### config.mk
export PLATFORM = sky130hd
export DESIGN_NAME = bytewr_sram
export DESIGN_NICKNAME = d
export VERILOG_FILES = /design/src/rtl/bytewr_pkg.sv /design/src/rtl/bytewr_decode.sv /design/src/rtl/bytewr_array.sv /design/src/rtl/bytewr_sram.sv
export SDC_FILE = /design/constraint.sdc
export NUM_CORES = 1
export LEC_CHECK = 0
export BUFFER_PORTS_ARGS = -buffer_cell sky130_fd_sc_hd__buf_2
export CORE_UTILIZATION = 55
export CTS_CLUSTER_SIZE = 16
export DETAILED_ROUTE_END_ITERATION = 12
export GPL_ROUTABILITY_DRIVEN = 0
export PLACE_DENSITY = 0.77
export SLEW_MARGIN = 20
export SYNTH_ARGS = -nofsm -noshare
export SYNTH_HDL_FRONTEND = slang
export SYNTH_SLANG_ARGS = --single-unit
export TNS_END_PERCENT = 100
### constraint.sdc
create_clock -name clk -period 2.1 [get_ports clk]
set_input_delay 0.21 -clock clk [delete_from_list [all_inputs] [get_ports clk]]
set_output_delay 0.21 -clock clk [all_outputs]
set_load 0.05 [all_outputs]
### src/rtl/bytewr_pkg.sv
package bytewr_pkg;
    localparam int LANES  = 4;
    localparam int LANE_W = 9;
    localparam int WORD_W = LANES * LANE_W;

    typedef enum logic [1:0] {
        OP_IDLE  = 2'd0,
        OP_READ  = 2'd1,
        OP_WRITE = 2'd2
    } op_e;

    typedef struct packed {
        op_e              op;
        logic [LANES-1:0] mask;
    } cmd_t;

    function automatic cmd_t decode_cmd(input logic sleep, input logic gw_n,
                                        input logic bwe_n, input logic [LANES-1:0] lane_n);
        cmd_t c;
        c.op   = OP_IDLE;
        c.mask = '0;
        if (!sleep) begin
            if (!gw_n)
                c.mask = '1;
            else if (!bwe_n)
                c.mask = ~lane_n;
            c.op = (c.mask != '0) ? OP_WRITE : OP_READ;
        end
        return c;
    endfunction
endpackage

### src/rtl/bytewr_decode.sv
module bytewr_decode
    import bytewr_pkg::*;
(
    input  logic             clk,
    input  logic             rst,
    input  logic             sleep,
    input  logic             gw_n,
    input  logic             bwe_n,
    input  logic [LANES-1:0] lane_n,
    output cmd_t             cmd
);
    always_comb cmd = decode_cmd(sleep, gw_n, bwe_n, lane_n);


    gw_all_lanes_chk: assert property (@(posedge clk) disable iff (rst)
        (!gw_n && !sleep) |-> (cmd.mask == '1));


    read_no_write_chk: assert property (@(posedge clk) disable iff (rst)
        (gw_n && bwe_n) |-> (cmd.mask == '0));


    sleep_no_write_chk: assert property (@(posedge clk) disable iff (rst)
        sleep |-> (cmd.mask == '0));
endmodule

### src/rtl/bytewr_array.sv
module bytewr_array
    import bytewr_pkg::*;
#(
    parameter int ADDR_W = 4
) (
    input  logic              clk,
    input  logic              rst,
    input  cmd_t              cmd,
    input  logic [ADDR_W-1:0] addr,
    input  logic [WORD_W-1:0] wdata,
    output logic [WORD_W-1:0] rd_q,
    output logic              drive_q
);
    localparam int DEPTH = 1 << ADDR_W;

    logic [WORD_W-1:0] rd_word;

    for (genvar g = 0; g < LANES; g++) begin : g_lane
        logic [LANE_W-1:0] store [DEPTH];

        always_ff @(posedge clk) begin
            if (cmd.op == OP_WRITE && cmd.mask[g])
                store[addr] <= wdata[g*LANE_W +: LANE_W];
        end

        assign rd_word[g*LANE_W +: LANE_W] = store[addr];
    end

    always_ff @(posedge clk) begin
        if (rst) begin
            rd_q    <= '0;
            drive_q <= 1'b0;
        end else if (cmd.op == OP_READ) begin
            rd_q    <= rd_word;
            drive_q <= 1'b1;
        end else begin
            drive_q <= 1'b0;
        end
    end


    write_undriven_chk: assert property (@(posedge clk) disable iff (rst)
        (cmd.op == OP_WRITE) |=> !drive_q);
endmodule

### src/rtl/bytewr_sram.sv
module bytewr_sram
    import bytewr_pkg::*;
#(
    parameter int ADDR_W = 4
) (
    input  logic              clk,
    input  logic              rst,
    input  logic              sleep,
    input  logic [ADDR_W-1:0] addr,
    input  logic [WORD_W-1:0] wdata,
    input  logic              gw_n,
    input  logic              bwe_n,
    input  logic [LANES-1:0]  lane_n,
    output logic [WORD_W-1:0] rdata,
    output logic              drive_en
);
    cmd_t              cmd;
    logic [WORD_W-1:0] rd_q;
    logic              drive_q;

    bytewr_decode i_decode (
        .clk    (clk),
        .rst    (rst),
        .sleep  (sleep),
        .gw_n   (gw_n),
        .bwe_n  (bwe_n),
        .lane_n (lane_n),
        .cmd    (cmd)
    );

    bytewr_array #(.ADDR_W(ADDR_W)) i_array (
        .clk     (clk),
        .rst     (rst),
        .cmd     (cmd),
        .addr    (addr),
        .wdata   (wdata),
        .rd_q    (rd_q),
        .drive_q (drive_q)
    );

    assign drive_en = drive_q;
    assign rdata    = drive_q ? rd_q : '0;


    sleep_undriven_chk: assert property (@(posedge clk) disable iff (rst)
        sleep |=> !drive_en);


    read_drive_chk: assert property (@(posedge clk) disable iff (rst)
        (!sleep && gw_n && (bwe_n || (&lane_n))) |=> drive_en);
endmodule

==> impl_results.md <==
* P_leak at 9.22 nW
* Final WL at slightly below 50000 um
* Layout net count at 1350
* Reg2reg path depth at 4
* Clock latency on the worst-skew pair at 0.59 ns
* CTS max path bufs at 3
* CTS H-Tree Depth at 2
* Crit end category: primary output
* Worst setup SP type: register
* Worst Hold Class: in2reg
* Post-synthesis sequential area ratio at 0.769
* Reg-to-reg slack, setup at between 0.6 and 0.7 ns
* GR Util met2 at 0.380
* Count of final max-slew check failures at 0
* Crit Path Max Fanout at 15
* Global routing's busiest layer: met2
* Setup Viol. Count Final at 0
* Die Ht at 209 um
* Clock Tree Root: clkbuf_16
* Post-Route Utilization at 0.650
* Peak supply drop at 0.698 mV
* Worst relative slew slack at 0.502
* CTS tree: built
* # Post-CTS Setup Buffers at 0
* Largest net degree at the start of global routing at between 40 and 50
* Post-route DRC at 0
* GR Util All Layers at 0.230
* First-pass GRT wire length at 73500 um
* DP Wirelength at 29700 um
* Starting DRT DRC Count at approximately 1100
* Vias in the first global route at 11791
* CP peak stage delay at 0.33 ns
* Die X at 209 um
* Row count at 75
* Placed Instances at around 1800
* Register bit total from synthesis at 613
* Crit path from: i_array.drive_q
* Synth warn at 0
* Post-Synthesis Cells at 1103
* Crit path to: rdata[6]
* GR Util met3 at 0.0415
* TritonCTS Sinks at 613
* M1 GR Usage at 0.320
* RSZ-0062 raised after global routing: no
* Final worst-path cycle share at 0.905
* Area grow syn2layout at 16.4%
* Core Box Area at 42000 um^2
* Net Count, Synth at between 1000 and 1500
* Mapped Avg Cell Area at 21.3 um^2
* Outcome: completed
* Pre-antenna DRT Iters at 5
* Final Hold Fails at 0
* Worst r2r dst: i_array.rd_q[34]
* Fin Setup TNS at 0 ns
* Required time worst endpoint at 1.89 ns
* Vias per cell at 6.09
* Worst-path clk slew at ~0.060 ns
* Routed Antenna Nets at 0
* Crit path time final at approximately 1.9 ns
* Hold WS at 0.0230 ns
* Initial Utilization at 0.558
* Layout cells sized above 1 at 0.304
* Crit-path cells: buf_4 > and2_1 > buf_2
* Maximum Capacitance Violations at 0
* Power Dens Cells at 924 nW/um^2
* Netlist cell types at 22
* Die area at about 44000 um^2
* Worst Tran Pin Value at 0.745 ns
* Max Freq at 526 MHz
* Total gr overflow at 0
* Initial antenna violation count at 1
* IO Pins at 86
* Port Buf Inserts at 85
* Non-filler cells, final at approximately 1900
* Launch point of the worst reg-to-reg path: i_array.g_lane[3].store[8][7]
* Cell Area, Synth at 23500 um^2
* Slowest cell on crit path: dfxtp_1
* Avg WL per Cell at 26.0 um
* # fillers at 2738
* Via count at 11496
* Worst Skew at 0.0101 ns
* CTS Buf Count at 56
* WS Path Type: reg2out
* Crit path DAT at 1.69 ns
## metrics by stage
step | instance area (um^2) | setup WS [ns] | total power [W]
after floorplan | 23500 | 0.185 | 0.0146
after CTS | 27300 | 0.202 | 0.0254
final | 27300 | 0.199 | 0.0252
after detailed placement | 25100 | 0.131 | 0.0151
after global routing | 27300 | 0.151 | 0.0259
after global placement | 25100 | 0.158 | 0.0150
## how the worst min path moves through the flow
stage,startpoint,end,slack (ns),cells past startpoint
6_report,wdata[4],i_array.g_lane[0].store[6][4],0.02,1
5_1_grt,wdata[14],i_array.g_lane[1].store[13][5],0.01,1
3_5_place_dp,rst,i_array.drive_q,0.45,2
2_1_floorplan,rst,i_array.drive_q,0.28,1
4_1_cts,wdata[14],i_array.g_lane[1].store[13][5],0.0009,1
3_3_place_gp,i_array.rd_q[33],i_array.rd_q[33],0.45,2
## critical path: cells and delay by family, from the launching register on
| kind | cells | cell delay (ns) |
|---|---|---|
| buffers and inverters | 2 | 0.53 |
| flip-flops | 1 | 0.33 |
| AND/OR/NAND/NOR | 1 | 0.24 |
## area by class of cell
| class | instances | area, um^2 | area share |
|---|---|---|---|
| sequential | 613 | 18000 | 0.660 |
| multi-input combinational | 426 | 5130 | 0.188 |
| timing repair buffer | 204 | 1560 | 0.0571 |
| clock buffer | 66 | 1490 | 0.0546 |
| tap | 539 | 674 | 0.0247 |
| clock inverter | 40 | 414 | 0.0152 |
| antenna | 1 | 2.50 | 0.0000916 |
## state kept, by name (all words and copies together) (netlist names)
register and count:
i_array.g_lane.store 576, i_array.drive_q 1, i_array.rd_q 36
## synthesized netlist by cell type
cell / count / area, um^2
a21oi_1: 1 / 5.00
a2bb2oi_1: 36 / 315
a41o_1: 1 / 10.0
and2_1: 36 / 225
buf_1: 3 / 11.3
buf_2: 23 / 115
buf_4: 4 / 30.0
buf_6: 4 / 45.0
clkbuf_1: 30 / 113
dfxtp_1: 37 / 741
edfxtp_1: 576 / 17300
mux2i_1: 72 / 721
mux4_2: 144 / 3240
nand2_1: 10 / 37.5
nand2b_1: 4 / 25.0
nand3_1: 7 / 35.0
nand4_1: 1 / 6.26
nand4b_1: 1 / 8.76
nor2_1: 68 / 255
nor2b_1: 5 / 31.3
o21ai_0: 29 / 145
o21ai_1: 11 / 55.1
## placed cells by master (no fill, tap or decap)
master and instances:
a2bb2oi_1 36, nor2b_1 5, clkinvlp_4 5, clkbuf_16 57, buf_6 1, buf_12 12
nand2b_1 4, buf_8 1, a21oi_4 1, nand3_2 1, nor2_1 68, clkinv_4 1
a41o_1 1, inv_6 3, nand2_1 10, nand4b_1 1, and2_1 36, nand3_1 6
buf_2 82, o21ai_1 11, clkbuf_1 6, clkbuf_8 3, clkinv_2 12, edfxtp_1 576
clkinv_1 11, mux4_2 144, nand4_1 1, o21ai_0 29, dlygate4sd3_1 29, bufinv_16 8
diode_2 1, mux2i_1 72, dfxtp_1 37, buf_4 79
## timing repair
action | in CTS | in global routing
endpoints found under the hold margin | 403 | 0
hold buffers | 29 | 0
gates resized for setup | 0 | 0
## cells by family (layout without fill, tap and decap cells)
kind of cell	Yosys count	count (layout)	synth area share
buffers and inverters	64	310	0.0134
and+or+nand+nor	132	132	0.0266
AOI/OAI and AO/OA	78	78	0.0226
DFF	613	613	0.769
other	0	1	0
muxes	216	216	0.169
## routing by layer
layer  share of wire  vias to the layer above
li1                -                     4936
met2            0.50                      476
met3           0.077                       99
met1            0.40                     5985
met5               0                        -
met4           0.024                        0
## where the power goes
part	total, W	internal [W]	leakage (nW)	switching, W
clock network	0.0104	0.00606	0.927	0.00431
registers	0.0136	0.0136	5.49	0.0000635
logic	0.00126	0.000556	2.80	0.000699
total	0.0252	0.0202	9.22	0.00507
Power figures use the tool's default switching activity.
